$ cat src/rtl/rsp_scan_pkg.sv
package rsp_scan_pkg;

  typedef enum logic [1:0] {
    SC_IDLE = 2'd0,
    SC_HUNT = 2'd1,
    SC_CAPT = 2'd2,
    SC_ACKW = 2'd3
  } scan_state_e;

  localparam logic [3:0] DATA_TAG_NIB  = 4'hF;
  localparam logic [3:0] RSP_START_NIB = 4'hC;
  localparam logic [3:0] RSP_TYPE_LAST = 4'h3;
  localparam logic [7:0] RSP_STATUS_OK = 8'h00;

  function automatic logic is_data_tag(input logic [7:0] b);
    return b[7:4] == DATA_TAG_NIB;
  endfunction

  function automatic logic is_rsp_start(input logic [7:0] b);
    return b[7:4] == RSP_START_NIB;
  endfunction

  function automatic logic [3:0] rsp_type(input logic [7:0] b);
    return b[3:0];
  endfunction

endpackage

$ cat src/rtl/rsp_fill_counter.sv
module rsp_fill_counter #(
  parameter int LIMIT_W = 8
) (
  input  logic               clk,
  input  logic               rst_n,
  input  logic               clear,
  input  logic               step,
  input  logic [LIMIT_W-1:0] limit,
  output logic               at_limit
);

  logic [LIMIT_W-1:0] cnt_q;
  logic [LIMIT_W:0]   eff_limit;
  logic [LIMIT_W:0]   cnt_inc;

  assign eff_limit = (limit == '0) ? (LIMIT_W+1)'(1) : {1'b0, limit};
  assign cnt_inc   = {1'b0, cnt_q} + (LIMIT_W+1)'(1);
  assign at_limit  = step && (cnt_inc >= eff_limit);

  always_ff @(posedge clk or negedge rst_n) begin
    if (!rst_n)     cnt_q <= '0;
    else if (clear) cnt_q <= '0;
    else if (step)  cnt_q <= cnt_q + 1'b1;
  end

  // a counted filler byte never finds the count already past the limit
  p_step_below_limit_r5: assert property (@(posedge clk) disable iff (!rst_n)
    step |-> ({1'b0, cnt_q} < eff_limit));

endmodule

$ cat src/rtl/rsp_byte_shift.sv
module rsp_byte_shift #(
  parameter int NBYTES = 4
) (
  input  logic                clk,
  input  logic                rst_n,
  input  logic                clear,
  input  logic                shift,
  input  logic [7:0]          din,
  output logic [NBYTES*8-1:0] vec_q,
  output logic [NBYTES*8-1:0] vec_nxt
);

  generate
    if (NBYTES == 1) begin : g_single
      assign vec_nxt = din;
    end else begin : g_multi
      assign vec_nxt = {vec_q[NBYTES*8-9:0], din};
    end
  endgenerate

  always_ff @(posedge clk or negedge rst_n) begin
    if (!rst_n)     vec_q <= '0;
    else if (clear) vec_q <= '0;
    else if (shift) vec_q <= vec_nxt;
  end

endmodule

$ cat src/rtl/rsp_ack_judge.sv
module rsp_ack_judge
  import rsp_scan_pkg::*;
#(
  parameter int WIN = 4
) (
  input  logic [WIN*8-1:0] win,
  output logic             found,
  output logic             type_bad,
  output logic             status_bad
);

  logic [7:0] sel_b;
  logic [7:0] next_b;

  // index 0 sits in the top byte; later hits overwrite, so the last one wins
  always_comb begin
    found  = 1'b0;
    sel_b  = '0;
    next_b = '0;
    for (int i = 0; i < WIN-1; i++) begin
      if (is_rsp_start(win[(WIN-1-i)*8 +: 8])) begin
        found  = 1'b1;
        sel_b  = win[(WIN-1-i)*8 +: 8];
        next_b = win[(WIN-2-i)*8 +: 8];
      end
    end
  end

  assign type_bad   = found && (rsp_type(sel_b) != RSP_TYPE_LAST);
  assign status_bad = found && (next_b != RSP_STATUS_OK);

endmodule

$ cat src/rtl/rsp_scan_top.sv
module rsp_scan_top
  import rsp_scan_pkg::*;
#(
  parameter int PAYLOAD_BYTES = 4,
  parameter int ACK_WIN       = 4,
  parameter int LIMIT_W       = 8
) (
  input  logic                       clk,
  input  logic                       rst_n,
  input  logic                       start_i,
  input  logic                       mode_i,
  input  logic [LIMIT_W-1:0]         limit_i,
  input  logic                       rx_valid_i,
  input  logic [7:0]                 rx_byte_i,
  output logic                       busy_o,
  output logic                       done_o,
  output logic [PAYLOAD_BYTES*8-1:0] payload_o,
  output logic                       err_no_tag_o,
  output logic                       err_type_o,
  output logic                       err_status_o
);

  localparam int POS_MAX = (PAYLOAD_BYTES > ACK_WIN) ? PAYLOAD_BYTES : ACK_WIN;
  localparam int POS_W   = $clog2(POS_MAX) + 1;
  localparam logic [POS_W-1:0] CAP_LAST = POS_W'(PAYLOAD_BYTES - 1);
  localparam logic [POS_W-1:0] ACK_LAST = POS_W'(ACK_WIN - 1);

  scan_state_e st_q;
  logic [POS_W-1:0] pos_q;

  // named internal events
  logic acc_byte;
  logic ev_tag;
  logic ev_fill;
  logic ev_timeout;
  logic ev_cap_last;
  logic ev_ack_full;

  logic [PAYLOAD_BYTES*8-1:0] cap_q, cap_nxt;
  logic [ACK_WIN*8-1:0]       ack_q, ack_nxt;
  logic ack_found, ack_type_bad, ack_status_bad;

  assign acc_byte    = rx_valid_i && !start_i;
  assign ev_tag      = (st_q == SC_HUNT) && acc_byte && is_data_tag(rx_byte_i);
  assign ev_fill     = (st_q == SC_HUNT) && acc_byte && !is_data_tag(rx_byte_i);
  assign ev_cap_last = (st_q == SC_CAPT) && acc_byte && (pos_q == CAP_LAST);
  assign ev_ack_full = (st_q == SC_ACKW) && acc_byte && (pos_q == ACK_LAST);

  rsp_fill_counter #(.LIMIT_W(LIMIT_W)) u_fill (
    .clk      (clk),
    .rst_n    (rst_n),
    .clear    (start_i),
    .step     (ev_fill),
    .limit    (limit_i),
    .at_limit (ev_timeout)
  );

  rsp_byte_shift #(.NBYTES(PAYLOAD_BYTES)) u_cap (
    .clk     (clk),
    .rst_n   (rst_n),
    .clear   (start_i),
    .shift   ((st_q == SC_CAPT) && acc_byte),
    .din     (rx_byte_i),
    .vec_q   (cap_q),
    .vec_nxt (cap_nxt)
  );

  rsp_byte_shift #(.NBYTES(ACK_WIN)) u_win (
    .clk     (clk),
    .rst_n   (rst_n),
    .clear   (start_i),
    .shift   ((st_q == SC_ACKW) && acc_byte),
    .din     (rx_byte_i),
    .vec_q   (ack_q),
    .vec_nxt (ack_nxt)
  );

  rsp_ack_judge #(.WIN(ACK_WIN)) u_judge (
    .win        (ack_nxt),
    .found      (ack_found),
    .type_bad   (ack_type_bad),
    .status_bad (ack_status_bad)
  );

  always_ff @(posedge clk or negedge rst_n) begin
    if (!rst_n) begin
      st_q         <= SC_IDLE;
      pos_q        <= '0;
      done_o       <= 1'b0;
      payload_o    <= '0;
      err_no_tag_o <= 1'b0;
      err_type_o   <= 1'b0;
      err_status_o <= 1'b0;
    end else if (start_i) begin
      st_q         <= mode_i ? SC_ACKW : SC_HUNT;
      pos_q        <= '0;
      done_o       <= 1'b0;
      err_no_tag_o <= 1'b0;
      err_type_o   <= 1'b0;
      err_status_o <= 1'b0;
    end else begin
      done_o <= 1'b0;
      unique case (st_q)
        SC_HUNT: begin
          if (ev_tag) begin
            st_q  <= SC_CAPT;
            pos_q <= '0;
          end else if (ev_timeout) begin
            st_q         <= SC_IDLE;
            done_o       <= 1'b1;
            err_no_tag_o <= 1'b1;
          end
        end
        SC_CAPT: begin
          if (ev_cap_last) begin
            st_q      <= SC_IDLE;
            done_o    <= 1'b1;
            payload_o <= cap_nxt;
          end else if (acc_byte) begin
            pos_q <= pos_q + 1'b1;
          end
        end
        SC_ACKW: begin
          if (ev_ack_full) begin
            st_q         <= SC_IDLE;
            done_o       <= 1'b1;
            err_no_tag_o <= !ack_found;
            err_type_o   <= ack_type_bad;
            err_status_o <= ack_status_bad;
          end else if (acc_byte) begin
            pos_q <= pos_q + 1'b1;
          end
        end
        default: ;
      endcase
    end
  end

  assign busy_o = (st_q != SC_IDLE);

  // end of scan is a single-cycle pulse
  p_done_pulse_r10: assert property (@(posedge clk) disable iff (!rst_n)
    done_o |=> !done_o);
  // payload only moves together with the done pulse
  p_payload_on_done_r4: assert property (@(posedge clk) disable iff (!rst_n)
    !done_o |-> $stable(payload_o));
  // the scanner is idle once it reports completion
  p_idle_at_done_r4: assert property (@(posedge clk) disable iff (!rst_n)
    done_o |-> !busy_o);
  // a start leaves a busy scanner with clean flags
  p_start_clears_r2: assert property (@(posedge clk) disable iff (!rst_n)
    start_i |=> (busy_o && !done_o && !err_no_tag_o && !err_type_o && !err_status_o));
  // a missing start byte excludes the type and status verdicts
  p_notag_exclusive_r7: assert property (@(posedge clk) disable iff (!rst_n)
    err_no_tag_o |-> (!err_type_o && !err_status_o));
  // a new missing-tag error appears only with completion
  p_err_with_done_r5: assert property (@(posedge clk) disable iff (!rst_n)
    $rose(err_no_tag_o) |-> done_o);
  // without a start an idle scanner stays idle
  p_idle_stays_r9: assert property (@(posedge clk) disable iff (!rst_n)
    (!busy_o && !start_i) |=> !busy_o);

endmodule

$ cat config.mk
export PLATFORM = sky130hd
export DESIGN_NAME = rsp_scan_top
export DESIGN_NICKNAME = d
export VERILOG_FILES = /design/src/rtl/rsp_scan_pkg.sv /design/src/rtl/rsp_fill_counter.sv /design/src/rtl/rsp_byte_shift.sv /design/src/rtl/rsp_ack_judge.sv /design/src/rtl/rsp_scan_top.sv
export SDC_FILE = /design/constraint.sdc
export NUM_CORES = 1
export LEC_CHECK = 0
export BUFFER_PORTS_ARGS = -buffer_cell sky130_fd_sc_hd__buf_2
export CAP_MARGIN = 20
export CORE_ASPECT_RATIO = 0.8
export CORE_UTILIZATION = 40
export CTS_CLUSTER_DIAMETER = 120
export CTS_CLUSTER_SIZE = 10
export DETAILED_ROUTE_END_ITERATION = 8
export GPL_ROUTABILITY_DRIVEN = 0
export PLACE_DENSITY = 0.61
export RECOVER_POWER = 50
export REMOVE_ABC_BUFFERS = 1
export SYNTH_ARGS = -nofsm -noshare
export SYNTH_HDL_FRONTEND = slang
export SYNTH_SLANG_ARGS = --single-unit
$ cat constraint.sdc
create_clock -name clk -period 4.6 [get_ports clk]
set_clock_uncertainty 0.1 [all_clocks]
set_input_delay 0.46 -clock clk [delete_from_list [all_inputs] [get_ports clk]]
set_output_delay 0.46 -clock clk [all_outputs]
set_load 0.01 [all_outputs]
==> results_dict.tcl <==
set metrics [dict create \
    crit_required_ps 4930 \
    synth_edf_count 0 \
    clockBufferDepth 2 \
    netlist_area_um2 4400 \
    ys_seq_area_frac 0.552 \
    cts_num_sinks 97 \
    crit_slowest_cell "clkbuf_1" \
    tns_ps 0 \
    fill_cells 1025 \
    worstSetupPathType "input pin to asynchronous set/reset pin" \
    syn2layout_area_growth_pct 15.0 \
    num_rows 33 \
    fp.dieW_um 119 \
    crit_buf_inv 2 \
    grt_max_degree 53 \
    overflow 0 \
    die_y_um 95.8 \
    worstHoldPathType "input pin to register" \
    rsz0062_at_grt "false" \
    violations "capacitance limit, slew limit" \
    avgSynthCellArea_um2 10.1 \
    setup_viol_count_final 0 \
    grt_usage 0.166 \
    fin_nets 517 \
    yosysTopAreaCellShare 0.552 \
    report.final.slew_viol_count 53 \
    wl_mm 8.67 \
    cts_max_level 3 \
    cts_setup_buffers 0 \
    wl_per_cell_um 13.8 \
    relSlewSlack -0.869 \
    crit_family "buffers and inverters" \
    drv_cap 1 \
    cellLeakagePower_nw 2.41 \
    end_kind "asynchronous set/reset pin" \
    finalCritPeriodShare 0.630 \
    final_common_cell "nand2_1" \
    yosys_warnings 0 \
    crit_chain "clkbuf_1 > buf_4" \
    antenna_found_initial 0 \
    finalCriticalPeriod_ps 2900 \
    grt_pass1_vias 3170 \
    startpoint_type "input pin" \
    cp_max_fo 52 \
    ys.flop_type "dfrtp_1" \
    synth-seq-cells 97 \
    fmax_ghz 0.345 \
    layout_common_cells "nand2_1, dfrtp_1, o21ai_0, clkbuf_1, mux2_2" \
    tightest_slew_ps 2800 \
    arrival_ps 3220 \
    synthCells 435 \
    root_buffer "clkbuf_16" \
    drtIter0Drc 220 \
    final-hold-violation-count 0 \
    drc_errors 0 \
    die_area_um2 11400 \
    synthTopCellsByArea "dfrtp_1, nand2_1, mux2_2" \
    vias_per_cell 5.10 \
    io_pins 58 \
    yosysUniqueCellTypes 48 \
    critPathMaxStageDelay_ps 1940 \
    grt_pass1_wl_mm 14.9 \
    cts_tree "done" \
    clkLatencyLatePin_ps 330 \
    ir_drop_v 0.000184 \
    clk_pin_slew_ps 60 \
    antenna_left 0 \
    drtPass1Iterations 5 \
    status "finished, violations left" \
    cts.repair.resized 0 \
    power_density_nw_per_um2 345 \
    synth.largest_area_cell "dfrtp_1" \
    regToRegSetupSlack_ps 2120 \
    synthArstFlopShare 1.00 \
    num_antenna_cells 0 \
    cts_hold_buf 0 \
    start_util 0.420 \
    totalPowerFinal_mw 1.75 \
    io_buffers 57 \
    core_area_um2 10500 \
    route.vias.total 3211 \
    dp_hpwl_mm 5.79 \
    cts-buffers-inserted 9 \
    drive_gt1_frac 0.178 \
]
[per-stage QoR]
step / worst slack (ps) / hold slack (ps) / utilization / cell area, µm² / instances
after floorplan: 1020 / 64.4 / - / 4280 / 412
after global routing: 1100 / 256 / 0.482 / 5060 / 629
after global placement: 2160 / 377 / 0.457 / 4790 / 614
after CTS: 2110 / 73.7 / 0.487 / 5110 / 629
final: 1700 / 239 / 0.482 / 5060 / 629
after detailed placement: 2130 / 389 / 0.457 / 4790 / 614
[path summary, 6_finish.rpt]
check,cells after the start,from,endpoint
setup / recovery,2,rst_n,payload_o[21]
min in group asynchronous,1,rst_n,payload_o[8]
hold reg to reg,1,pos_q[2],pos_q[2]
hold / removal,3,mode_i,st_q[1]
max in group clk,9,u_fill.cnt_q[0],st_q[0]
setup reg to reg,9,u_fill.cnt_q[0],st_q[0]
[layer usage]
| layer | vias up | GRT usage | share of wire |
|---|---|---|---|
| met1 | 1562 | 0.223 | 0.49 |
| met5 | - | 0 | 0 |
| met3 | 9 | 0.0326 | 0.035 |
| met4 | 0 | 0.0633 | 0.013 |
| li1 | 1582 | - | - |
| met2 | 58 | 0.268 | 0.46 |
[report_power, final]
group	internal [mW]	total, mW	switching, mW
registers	0.865	0.878	0.0127
logic	0.0313	0.0962	0.0648
clock network	0.477	0.773	0.296
[registers in the layout, indices dropped and copies added, names as in the netlist]
signal and count:
err_status_o 1, st_q 2, done_o 1, err_type_o 1, u_fill.cnt_q 8, u_cap.vec_q 24, err_no_tag_o 1, payload_o 32
pos_q 3, u_win.vec_q 24
[Yosys cell counts, drive strengths merged, types with 2 or more instances]
cell and count:
inv 10, a31o 2, mux2 35, a21oi 5
mux2i 3, and3 3, nand4 3, buf 14
nor2 13, o21ai 54, ha 11, dfrtp 97
nand3 13, nand2 124, xnor2 3, nand2b 3
xor2 3, a31oi 4, nor4 5, nor3 3
clkbuf 9
[cells by family (layout without fill, tap and decap cells)]
logic type,after synthesis,in the layout,synth area share
AND/OR/NAND/NOR,173,173,0.174
flip-flops,97,97,0.552
AO/OA/AOI/OAI,76,76,0.0990
multiplexers,38,38,0.0964
buffers and inverters,34,88,0.0361
adder cells (fa/ha/maj),11,11,0.0313
XOR/XNOR,6,6,0.0119
[layout make-up]
type                       instances  area (µm²)  share of cell area
sequential                        97        2430               0.480
multi-input combinational        304        1820               0.360
clock buffer                      13         280              0.0554
timing repair buffer              62         277              0.0547
tap                              140         175              0.0346
inverter                          11        41.3             0.00816
clock inverter                     2        35.0             0.00693
Note: power is estimated with default switching activity, not from simulation.
